## src/rtl/pe_pkg.sv

```systemverilog
`timescale 1ns/1ps
package pe_pkg;
  typedef enum logic [3:0] {
    ST_IDLE, ST_RSTP, ST_SETTLE, ST_BLO, ST_BHI,
    ST_EVAL, ST_XLO, ST_XHI, ST_DONE
  } pe_state_t;

  localparam int          PE_BITS     = 32;
  localparam logic [31:0] PE_WORD     = 32'hAC53_0000;
  localparam logic [7:0]  PE_ECHO     = 8'h53;
  localparam int          PE_ECHO_END = 23;
endpackage

```

## src/rtl/pe_phase_div.sv

```systemverilog
`timescale 1ns/1ps
module pe_phase_div #(
  parameter int HALF_CYC = 4
) (
  input  logic clk,
  input  logic rst_n,
  input  logic run,
  output logic ph_end
);
  localparam int CW = (HALF_CYC > 1) ? $clog2(HALF_CYC) : 1;

  logic [CW-1:0] cnt_q, cnt_d;

  always_comb begin
    ph_end = run && (cnt_q == CW'(HALF_CYC - 1));
    if (!run || ph_end) cnt_d = '0;
    else                cnt_d = cnt_q + 1'b1;
  end

  always_ff @(posedge clk or negedge rst_n) begin
    if (!rst_n) cnt_q <= '0;
    else        cnt_q <= cnt_d;
  end
endmodule

```

## src/rtl/pe_countdown.sv

```systemverilog
`timescale 1ns/1ps
module pe_countdown #(
  parameter int W = 8
) (
  input  logic         clk,
  input  logic         rst_n,
  input  logic         load,
  input  logic [W-1:0] load_val,
  output logic         zero
);
  logic [W-1:0] cnt_q, cnt_d;

  always_comb begin
    zero = (cnt_q == '0);
    if (load)       cnt_d = load_val;
    else if (!zero) cnt_d = cnt_q - 1'b1;
    else            cnt_d = cnt_q;
  end

  always_ff @(posedge clk or negedge rst_n) begin
    if (!rst_n) cnt_q <= '0;
    else        cnt_q <= cnt_d;
  end
endmodule

```

## src/rtl/pe_frame_shift.sv

```systemverilog
`timescale 1ns/1ps
module pe_frame_shift
  import pe_pkg::*;
(
  input  logic clk,
  input  logic rst_n,
  input  logic load,
  input  logic shift,
  input  logic miso_in,
  output logic tx_bit,
  output logic last_bit,
  output logic echo_hit
);
  localparam int BW = $clog2(PE_BITS);

  logic [PE_BITS-1:0] tx_q, tx_d;
  logic [7:0]         rx_q, rx_d;
  logic [BW-1:0]      bc_q, bc_d;
  logic               hit_q, hit_d;

  always_comb begin
    tx_d  = tx_q;
    rx_d  = rx_q;
    bc_d  = bc_q;
    hit_d = hit_q;
    if (load) begin
      tx_d  = PE_WORD;
      bc_d  = '0;
      hit_d = 1'b0;
    end else if (shift) begin
      tx_d = {tx_q[PE_BITS-2:0], 1'b0};
      rx_d = {rx_q[6:0], miso_in};
      bc_d = bc_q + 1'b1;
      if (bc_q == BW'(PE_ECHO_END)) hit_d = ({rx_q[6:0], miso_in} == PE_ECHO);
    end
  end

  always_ff @(posedge clk or negedge rst_n) begin
    if (!rst_n) begin
      tx_q  <= '0;
      rx_q  <= '0;
      bc_q  <= '0;
      hit_q <= 1'b0;
    end else begin
      tx_q  <= tx_d;
      rx_q  <= rx_d;
      bc_q  <= bc_d;
      hit_q <= hit_d;
    end
  end

  assign tx_bit   = tx_q[PE_BITS-1];
  assign last_bit = (bc_q == BW'(PE_BITS - 1));
  assign echo_hit = hit_q;
endmodule

```

## src/rtl/pe_sync_seq.sv

```systemverilog
`timescale 1ns/1ps
module pe_sync_seq
  import pe_pkg::*;
#(
  parameter int HALF_CYC   = 4,
  parameter int RST_PULSE  = 4,
  parameter int SETTLE_CYC = 4000000,
  parameter int MAX_TRY    = 32
) (
  input  logic clk,
  input  logic rst_n,
  input  logic start,
  input  logic miso,
  output logic tgt_rst,
  output logic sck,
  output logic mosi,
  output logic done,
  output logic ok,
  output logic fail
);
  localparam int TMAX = (SETTLE_CYC > RST_PULSE) ? SETTLE_CYC : RST_PULSE;
  localparam int TW   = $clog2(TMAX + 1);
  localparam int RW   = $clog2(MAX_TRY + 1);

  pe_state_t     st_q, st_d;
  logic [RW-1:0] try_q, try_d;
  logic          ok_q, ok_d, fail_q, fail_d;
  logic          tmr_ld, tmr_zero, fr_ld, fr_sh;
  logic [TW-1:0] tmr_val;
  logic          run, ph_end, tx_bit, last_bit, echo_hit;

  assign run = (st_q == ST_BLO) || (st_q == ST_BHI) ||
               (st_q == ST_XLO) || (st_q == ST_XHI);

  pe_phase_div #(.HALF_CYC(HALF_CYC)) u_div (
    .clk(clk), .rst_n(rst_n), .run(run), .ph_end(ph_end)
  );

  pe_countdown #(.W(TW)) u_tmr (
    .clk(clk), .rst_n(rst_n), .load(tmr_ld), .load_val(tmr_val), .zero(tmr_zero)
  );

  pe_frame_shift u_frm (
    .clk(clk), .rst_n(rst_n), .load(fr_ld), .shift(fr_sh), .miso_in(miso),
    .tx_bit(tx_bit), .last_bit(last_bit), .echo_hit(echo_hit)
  );

  always_comb begin
    st_d    = st_q;
    try_d   = try_q;
    ok_d    = ok_q;
    fail_d  = fail_q;
    tmr_ld  = 1'b0;
    tmr_val = '0;
    fr_ld   = 1'b0;
    fr_sh   = 1'b0;
    unique case (st_q)
      ST_IDLE, ST_DONE: if (start) begin
        st_d    = ST_RSTP;
        tmr_ld  = 1'b1;
        tmr_val = TW'(RST_PULSE - 1);
        try_d   = '0;
        ok_d    = 1'b0;
        fail_d  = 1'b0;
      end
      ST_RSTP: if (tmr_zero) begin
        st_d    = ST_SETTLE;
        tmr_ld  = 1'b1;
        tmr_val = TW'(SETTLE_CYC - 1);
      end
      ST_SETTLE: if (tmr_zero) begin
        st_d  = ST_BLO;
        fr_ld = 1'b1;
      end
      ST_BLO: if (ph_end) st_d = ST_BHI;
      ST_BHI: if (ph_end) begin
        fr_sh = 1'b1;
        st_d  = last_bit ? ST_EVAL : ST_BLO;
      end
      ST_EVAL: begin
        if (echo_hit) begin
          st_d = ST_DONE;
          ok_d = 1'b1;
        end else if (try_q == RW'(MAX_TRY - 1)) begin
          st_d   = ST_DONE;
          fail_d = 1'b1;
        end else begin
          try_d = try_q + 1'b1;
          st_d  = ST_XLO;
        end
      end
      ST_XLO: if (ph_end) st_d = ST_XHI;
      ST_XHI: if (ph_end) begin
        st_d  = ST_BLO;
        fr_ld = 1'b1;
      end
      default: st_d = ST_IDLE;
    endcase
  end

  always_ff @(posedge clk or negedge rst_n) begin
    if (!rst_n) begin
      st_q   <= ST_IDLE;
      try_q  <= '0;
      ok_q   <= 1'b0;
      fail_q <= 1'b0;
    end else begin
      st_q   <= st_d;
      try_q  <= try_d;
      ok_q   <= ok_d;
      fail_q <= fail_d;
    end
  end

  assign tgt_rst = (st_q == ST_RSTP);
  assign sck     = (st_q == ST_BHI) || (st_q == ST_XHI);
  assign mosi    = ((st_q == ST_BLO) || (st_q == ST_BHI)) && tx_bit;
  assign done    = (st_q == ST_DONE);
  assign ok      = ok_q;
  assign fail    = fail_q;
endmodule

```

## config.mk

```make
export PLATFORM = sky130hd
export DESIGN_NAME = pe_sync_seq
export DESIGN_NICKNAME = d
export VERILOG_FILES = /design/src/rtl/pe_pkg.sv /design/src/rtl/pe_phase_div.sv /design/src/rtl/pe_countdown.sv /design/src/rtl/pe_frame_shift.sv /design/src/rtl/pe_sync_seq.sv
export SDC_FILE = /design/constraint.sdc
export NUM_CORES = 1
export LEC_CHECK = 0
export BUFFER_PORTS_ARGS = -buffer_cell sky130_fd_sc_hd__buf_2
export CAP_MARGIN = 10
export CELL_PAD_IN_SITES_DETAIL_PLACEMENT = 1
export CELL_PAD_IN_SITES_GLOBAL_PLACEMENT = 1
export CORE_MARGIN = 5
export CORE_UTILIZATION = 53
export DETAILED_ROUTE_END_ITERATION = 7
export HOLD_SLACK_MARGIN = 0.06
export PLACE_DENSITY = 0.83
export REMOVE_ABC_BUFFERS = 1
export SYNTH_ARGS = -nofsm -noshare
export SYNTH_HDL_FRONTEND = slang
export SYNTH_HIERARCHICAL = 1
export SYNTH_SLANG_ARGS = --single-unit
```

## constraint.sdc

```tcl
create_clock -name clk -period 10.16 [get_ports clk]
set_clock_uncertainty 0.2 [all_clocks]
set_input_delay 0.508 -clock clk [delete_from_list [all_inputs] [get_ports clk]]
set_output_delay 0.508 -clock clk [all_outputs]
set_load 0.02 [all_outputs]
```

==> results of run 1 <==
## power breakdown
group / total (mW) / internal [mW] / switching [mW] / leakage [nW]
Sequential: 0.390 / 0.308 / 0.0821 / 0.864
Clock: 0.207 / 0.101 / 0.106 / 0.0911
Combinational: 0.289 / 0.123 / 0.166 / 0.783
## registers in the layout, indices dropped and copies added (netlist names)
register        flops
u_div/cnt_q         2
try_q               6
u_frm/echo_hit      1
st_q                4
u_frm/tx_q         16
ok                  1
u_frm/rx_q          7
u_frm/bc_q          5
fail                1
u_tmr/cnt_q        22
## cell type report
class	instances	area (µm²)
flip-flops and latches	65	1630
inverters	13	51.3
fillers	708	2570
multi-input cells	270	1820
clock inverters	5	30.0
well taps	77	96.3
clock buffers	11	151
repair buffers	13	75.1
## worst max path at each step
stage	start	depth (start not counted)	endpoint
finish	u_tmr/cnt_q[0]	10	u_tmr/cnt_q[16]
global route	u_tmr/cnt_q[0]	10	u_tmr/cnt_q[10]
global placement	u_tmr/cnt_q[0]	10	u_tmr/cnt_q[9]
floorplan	st_q[0]	8	u_frm/rx_q[2]
detailed placement	u_tmr/cnt_q[0]	10	u_tmr/cnt_q[12]
CTS	u_tmr/cnt_q[0]	10	u_tmr/cnt_q[16]
## through the flow
stage / hold WS (ns) / power [mW] / setup slack (ns) / area, µm²
2_1_floorplan: 0.0124 / 0.589 / 5.53 / 3490
3_3_place_gp: 0.251 / 0.663 / 5.61 / 3670
3_5_place_dp: 0.259 / 0.678 / 5.32 / 3670
4_1_cts: 0.165 / 0.888 / 5.27 / 3850
5_1_grt: 0.199 / 0.943 / 4.74 / 3850
6_report: 0.134 / 0.885 / 5.23 / 3850
## cells by family (layout without fill, tap and decap cells)
| logic type | Yosys count | count (layout) | synth area share |
|---|---|---|---|
| AND/OR/NAND/NOR | 150 | 150 | 0.243 |
| flip-flops | 65 | 65 | 0.458 |
| AO/OA/AOI/OAI | 63 | 63 | 0.121 |
| buffers and inverters | 27 | 42 | 0.0405 |
| multiplexers | 25 | 25 | 0.0729 |
| XOR/XNOR | 19 | 19 | 0.0468 |
| adder cells (fa/ha/maj) | 5 | 5 | 0.0176 |
| other | 1 | 8 | 0.00105 |
## metal layers
metal | up-vias | GRT usage | routed length, µm
met2 | 30 | 0.335 | 4030
met5 | - | 0 | 0
met3 | 12 | 0.0295 | 200
met4 | 0 | 0.0792 | 138
li1 | 1292 | - | -
met1 | 1356 | 0.273 | 3820
## placed cells by master, fill, tap and decap left out, drive strengths merged, types with 8 or more instances in the layout
cell	n
mux2i	18
nor3	13
dfrtp	65
o31ai	10
nor2	36
a21oi	8
nand2	39
xor2	12
nor4	8
buf	13
clkbuf	11
conb	8
inv	13
nand4	8
o21ai	21
==> flow_metrics.py, run 1 <==
metrics = {
    "clock_network": {
        "clockBufferDepth": 2,
        "cts_buffers": 9,
        "htree_levels": 3,
        "post_cts_resized": 0,
        "clk_pin_slew_ns": 0.08,
        "cts_tree": "yes",
        "worstSkewPairLatency_ns": 0.34,
        "hold_buffers": 0,
        "cts_setup_buffers": 0,
        "cts_sinks": 65,
        "cts_root_buffer": "clkbuf_8",
    },
    "detailed_routing": {
        "drt_pre_antenna_iters": 4,
        "wl_um": 8200,
        "drc_errors": 0,
        "drt.antenna.violating_nets": 0,
        "viasPerCell": 5.93,
        "vias": 2690,
        "drt_iter0_drc": 104,
        "wire_per_inst_um": 18.1,
    },
    "pwr": {
        "power.density_nw_per_um2": 230,
        "ir_drop_v": 0.000117,
        "p_leak_nw": 1.74,
    },
    "layout": {
        "nNetsFinal": 381,
        "drive_gt1_frac": 0.141,
        "area_growth_pct": 8.34,
        "final_util": 0.600,
        "final_cells": 454,
        "n_antenna_cell": 0,
    },
    "yosys": {
        "synth_edf_count": 0,
        "synth_area_leaders": "dfrtp_1, mux2i_1, nand2_1",
        "synth_area_um2": 3550,
        "yosys.area.top_type": "dfrtp_1",
        "synth_top_area_share": 0.458,
        "synth_most_common_cell": "dfrtp_1",
        "synth_cells": 355,
        "synth_cell_types": 64,
        "yosysWarnings": 6,
        "ys_ff_latch": 65,
        "ys_async_sr_fraction": 1.00,
        "yosys-top-cells-count": "dfrtp_1, nand2_1, nor2_1",
        "synthFlopType": "dfrtp_1",
        "avgSynthCellArea_um2": 10.0,
        "yosysSeqAreaShare": 0.458,
    },
    "grt": {
        "grt_max_degree": 66,
        "grt_overflow": 0,
        "grt_pass1_wl_um": 13900,
        "grt_pass1_vias": 2765,
        "antenna_found_initial": 0,
        "grtUsageTotal": 0.204,
    },
    "setup_path": {
        "critPathMaxStageDelay_ns": 0.91,
        "end_kind": "flop",
        "start_kind": "flop",
        "path_cells": "inv_1 > ha_1 > nor4b_1 > nand3_2 > nor2_1 > and2_1 > nand2b_1 > inv_1 > o21ai_1 > o21ai_0",
        "critPathBufInv": 2,
        "cp_top_family": "simple AND/OR/NAND/NOR gates",
        "crit_type": "reg -> reg",
        "cp.arrival_ns": 4.94,
        "cp_max_fo": 32,
        "reg2reg_setup_slack_ns": 5.23,
        "worstReg2RegStart": "u_tmr/cnt_q[0]",
        "cp_slowest_cell": "nand2b_1",
        "cpMostUsedCell": "inv_1",
        "cp.required_ns": 10.16,
        "r2r-end": "u_tmr/cnt_q[16]",
        "r2r_cells": 10,
    },
    "placement": {
        "dpl.hpwl_um": 5350,
        "dp_cells": 438,
        "gp_congestion": 0.826,
        "io_buffers": 9,
    },
    "run": {
        "drv_cap": 0,
    },
    "timing": {
        "tightest_slew_ns": 1.10,
        "fin_crit_sh": 0.486,
        "clock.fmax_mhz": 203,
        "hold_violations": 0,
        "drv_slew": 0,
        "rsz0062_at_grt": "false",
        "maxSlewHeadroom": 0.264,
        "period_minus_slack_ns": 4.93,
        "finalSetupViolations": 0,
        "timing.setup.tns_ns": 0,
    },
    "floorplanning": {
        "dieHeight_um": 91.9,
        "coreArea_um2": 6420,
        "die_area_um2": 8440,
        "die_x_um": 91.9,
        "start_util": 0.553,
        "io_pins": 10,
        "rows": 29,
    },
    "status": {
        "outcome": "completed",
    },
    "hold_path": {
        "hold_class": "in -> async",
    },
}
(Power assumes the default switching activity.)
==> run 2, diff against run 1 <==
- ABC_AREA: not set -> 1
- CORE_UTILIZATION: 53 -> 46
- PLACE_DENSITY: 0.83 -> 0.78
- clock period: 10.16 -> 4.7 ns (I/O delays scaled with it)
==> run 2 against run 1 <==
  * Non-clock buffer count is 1 lower
  * Routed wire length is 5.3% higher
  * Sequential share of layout area is 1.7 points lower
  * Utilization down 8.1 points
==> flow_metrics.py, run 2 <==
metrics = {
    "status": {
        "outcome": "completed",
    },
    "setup_path": {
        "start_kind": "flop",
        "critPathMaxStageDelay_ns": 0.86,
        "reg2reg_setup_slack_ns": 1.54,
        "critPathBufInv": 2,
        "path_cells": "inv_1 > ha_1 > nand2_2 > nor2_2 > nand4_1 > nor2_1 > inv_1 > o22ai_2 > nor2_2 > nand2_1 > nand2_1",
        "r2r-end": "u_tmr/cnt_q[10]",
        "end_kind": "flop",
        "cp_max_fo": 28,
        "worstReg2RegStart": "u_tmr/cnt_q[0]",
        "cp.arrival_ns": 3.19,
        "cp.required_ns": 4.72,
        "crit_type": "reg -> reg",
        "cp_slowest_cell": "o22ai_2",
        "r2r_cells": 11,
        "cp_top_family": "simple AND/OR/NAND/NOR gates",
    },
    "clock_network": {
        "cts_tree": "yes",
        "cts_root_buffer": "clkbuf_8",
        "cts_buffers": 9,
        "cts_setup_buffers": 0,
        "worstSkewPairLatency_ns": 0.34,
        "clk_pin_slew_ns": 0.08,
        "cts_sinks": 65,
        "htree_levels": 3,
        "clockBufferDepth": 2,
    },
    "detailed_routing": {
        "vias": 3055,
        "drc_errors": 0,
        "drt_pre_antenna_iters": 4,
        "wire_per_inst_um": 14.2,
        "wl_um": 8630,
        "drt_iter0_drc": 131,
        "drt.antenna.violating_nets": 0,
        "viasPerCell": 5.02,
    },
    "floorplanning": {
        "die_area_um2": 9790,
        "die_x_um": 99.0,
        "rows": 32,
        "io_pins": 10,
        "dieHeight_um": 99.0,
        "start_util": 0.471,
        "coreArea_um2": 7730,
    },
    "grt": {
        "grt_pass1_wl_um": 15300,
        "grt_overflow": 0,
        "grt_max_degree": 66,
        "grtUsageTotal": 0.192,
        "antenna_found_initial": 0,
        "grt_pass1_vias": 3269,
    },
    "yosys": {
        "ys_async_sr_fraction": 1.00,
        "avgSynthCellArea_um2": 7.61,
        "synth_edf_count": 0,
        "ys_ff_latch": 65,
        "yosysSeqAreaShare": 0.447,
        "synth_cell_types": 36,
        "synth_area_leaders": "dfrtp_1, nand2_1, nor2_1",
        "synthFlopType": "dfrtp_1",
        "yosys-top-cells-count": "nand2_1, dfrtp_1, nor2_1",
        "yosysWarnings": 6,
        "synth_most_common_cell": "nand2_1",
        "synth_area_um2": 3640,
        "synth_top_area_share": 0.447,
        "yosys.area.top_type": "dfrtp_1",
        "synth_cells": 478,
    },
    "run": {
        "drv_cap": 0,
    },
    "placement": {
        "dpl.hpwl_um": 6500,
        "io_buffers": 9,
        "gp_congestion": 0.893,
    },
    "layout": {
        "n_fill_cell": 994,
        "multiInputGateArea_um2": 1750,
        "final_util": 0.519,
        "area_growth_pct": 10.2,
        "layout_commonest_cell": "nand2_1",
        "mostFrequentLayoutCells": "nand2_1, dfrtp_1, nor2_1",
        "layout_top_registers": "u_tmr/cnt_q: 22 flops, u_frm/tx_q: 16 flops, u_frm/rx_q: 7 flops",
        "drive_gt1_frac": 0.121,
        "regArea_um2": 1630,
        "largest_register": "u_tmr/cnt_q",
        "largest_reg_flops": 22,
        "n_antenna_cell": 0,
        "nNetsFinal": 510,
    },
    "timing": {
        "timing.setup.tns_ns": 0,
        "finalSetupViolations": 0,
        "tightest_slew_ns": 1.11,
        "clock.fmax_mhz": 316,
        "rsz0062_at_grt": "false",
        "period_minus_slack_ns": 3.16,
        "drv_slew": 0,
        "fin_crit_sh": 0.673,
        "maxSlewHeadroom": 0.261,
        "hold_violations": 0,
    },
    "hold_path": {
        "hp-start": "start",
        "min_to": "ok",
        "hold_class": "in -> reg",
        "holdPathStages": 4,
    },
    "pwr": {
        "power.density_nw_per_um2": 527,
        "p_leak_nw": 2.03,
        "ir_drop_v": 0.000209,
    },
}
[run 2: cell count changes in the layout (fill, tap and decap cells not counted), moves of 11 or more]
cell	change
nand2_1	+121
inv_1	+43
nor2_1	+24
mux2i_1	-17
nand3_1	+16
nor3_1	-11
[run 2: logic make-up after synthesis]
logic type | after synthesis | synth area share
and+or+nand+nor | 279 | 0.336
other | 1 | 0.00103
adders and majority gates | 5 | 0.0172
buffers and inverters | 68 | 0.0825
xor gates and xnor gates | 16 | 0.0385
DFF | 65 | 0.447
muxes | 1 | 0.00275
AOI/OAI and AO/OA | 43 | 0.0753
[run 2: worst max-delay path by stage]
stage                       to  slack [ns]  cells after the start      startpoint
2_1_floorplan  u_tmr/cnt_q[20]        1.66                     11  u_tmr/cnt_q[0]
3_3_place_gp    u_tmr/cnt_q[9]        1.71                     11  u_tmr/cnt_q[0]
3_5_place_dp    u_tmr/cnt_q[4]        1.54                     11  u_tmr/cnt_q[0]
4_1_cts        u_tmr/cnt_q[10]        1.54                     11  u_tmr/cnt_q[0]
5_1_grt         u_tmr/cnt_q[1]        1.17                     12  u_tmr/cnt_q[0]
6_report       u_tmr/cnt_q[10]        1.54                     11  u_tmr/cnt_q[0]
[run 2: worst reg2reg max path, cell delays in order, from the launching register on]
cell	delay [ns]
dfrtp_1	0.38
inv_1	0.11
ha_1	0.28
nand2_2	0.16
nor2_2	0.19
nand4_1	0.11
nor2_1	0.11
inv_1	0.12
o22ai_2	0.86
nor2_2	0.32
nand2_1	0.16
nand2_1	0.06
[run 2: where the power goes]
group | leakage (nW) | total (mW) | internal, mW | switching, mW
Clock | 0.0985 | 0.489 | 0.260 | 0.229
Combinational | 1.06 | 0.853 | 0.274 | 0.579
Sequential | 0.868 | 0.774 | 0.668 | 0.106
[run 2: repair_timing]
action	in CTS	in global routing
hold buffers	2	0
setup endpoints to repair	0	0
hold endpoints to repair	66	0
resized for setup	0	0
[run 2: through the flow]
stage | cell area, µm² | hold slack (ns) | power (mW) | worst slack [ns] | std cells
global placement | 3790 | 0.221 | 1.60 | 1.71 | 590
global route | 4010 | 0.106 | 2.30 | 1.17 | 608
CTS | 4010 | 0.0825 | 2.14 | 1.54 | 608
detailed placement | 3790 | 0.227 | 1.64 | 1.54 | 590
finish | 4010 | 0.0911 | 2.12 | 1.54 | 608
floorplan | 3600 | -0.261 | 1.40 | 1.66 | 478
[run 2: layout make-up]
type                    count  share of cell area
multi-input cells         352               0.435
flip-flops and latches     65               0.405
inverters                  61              0.0583
clock buffers              10              0.0343
well taps                 102              0.0318
repair buffers             12              0.0181
clock inverters             6              0.0168
[run 2: routing by layer]
metal	part of all wire	wire length, µm	GRT usage	up-vias
li1	-	-	-	1533
met1	0.47	4030	0.248	1487
met2	0.50	4330	0.332	26
met3	0.020	176	0.0297	9
met4	0.010	89	0.0546	0
met5	0	0	0	-
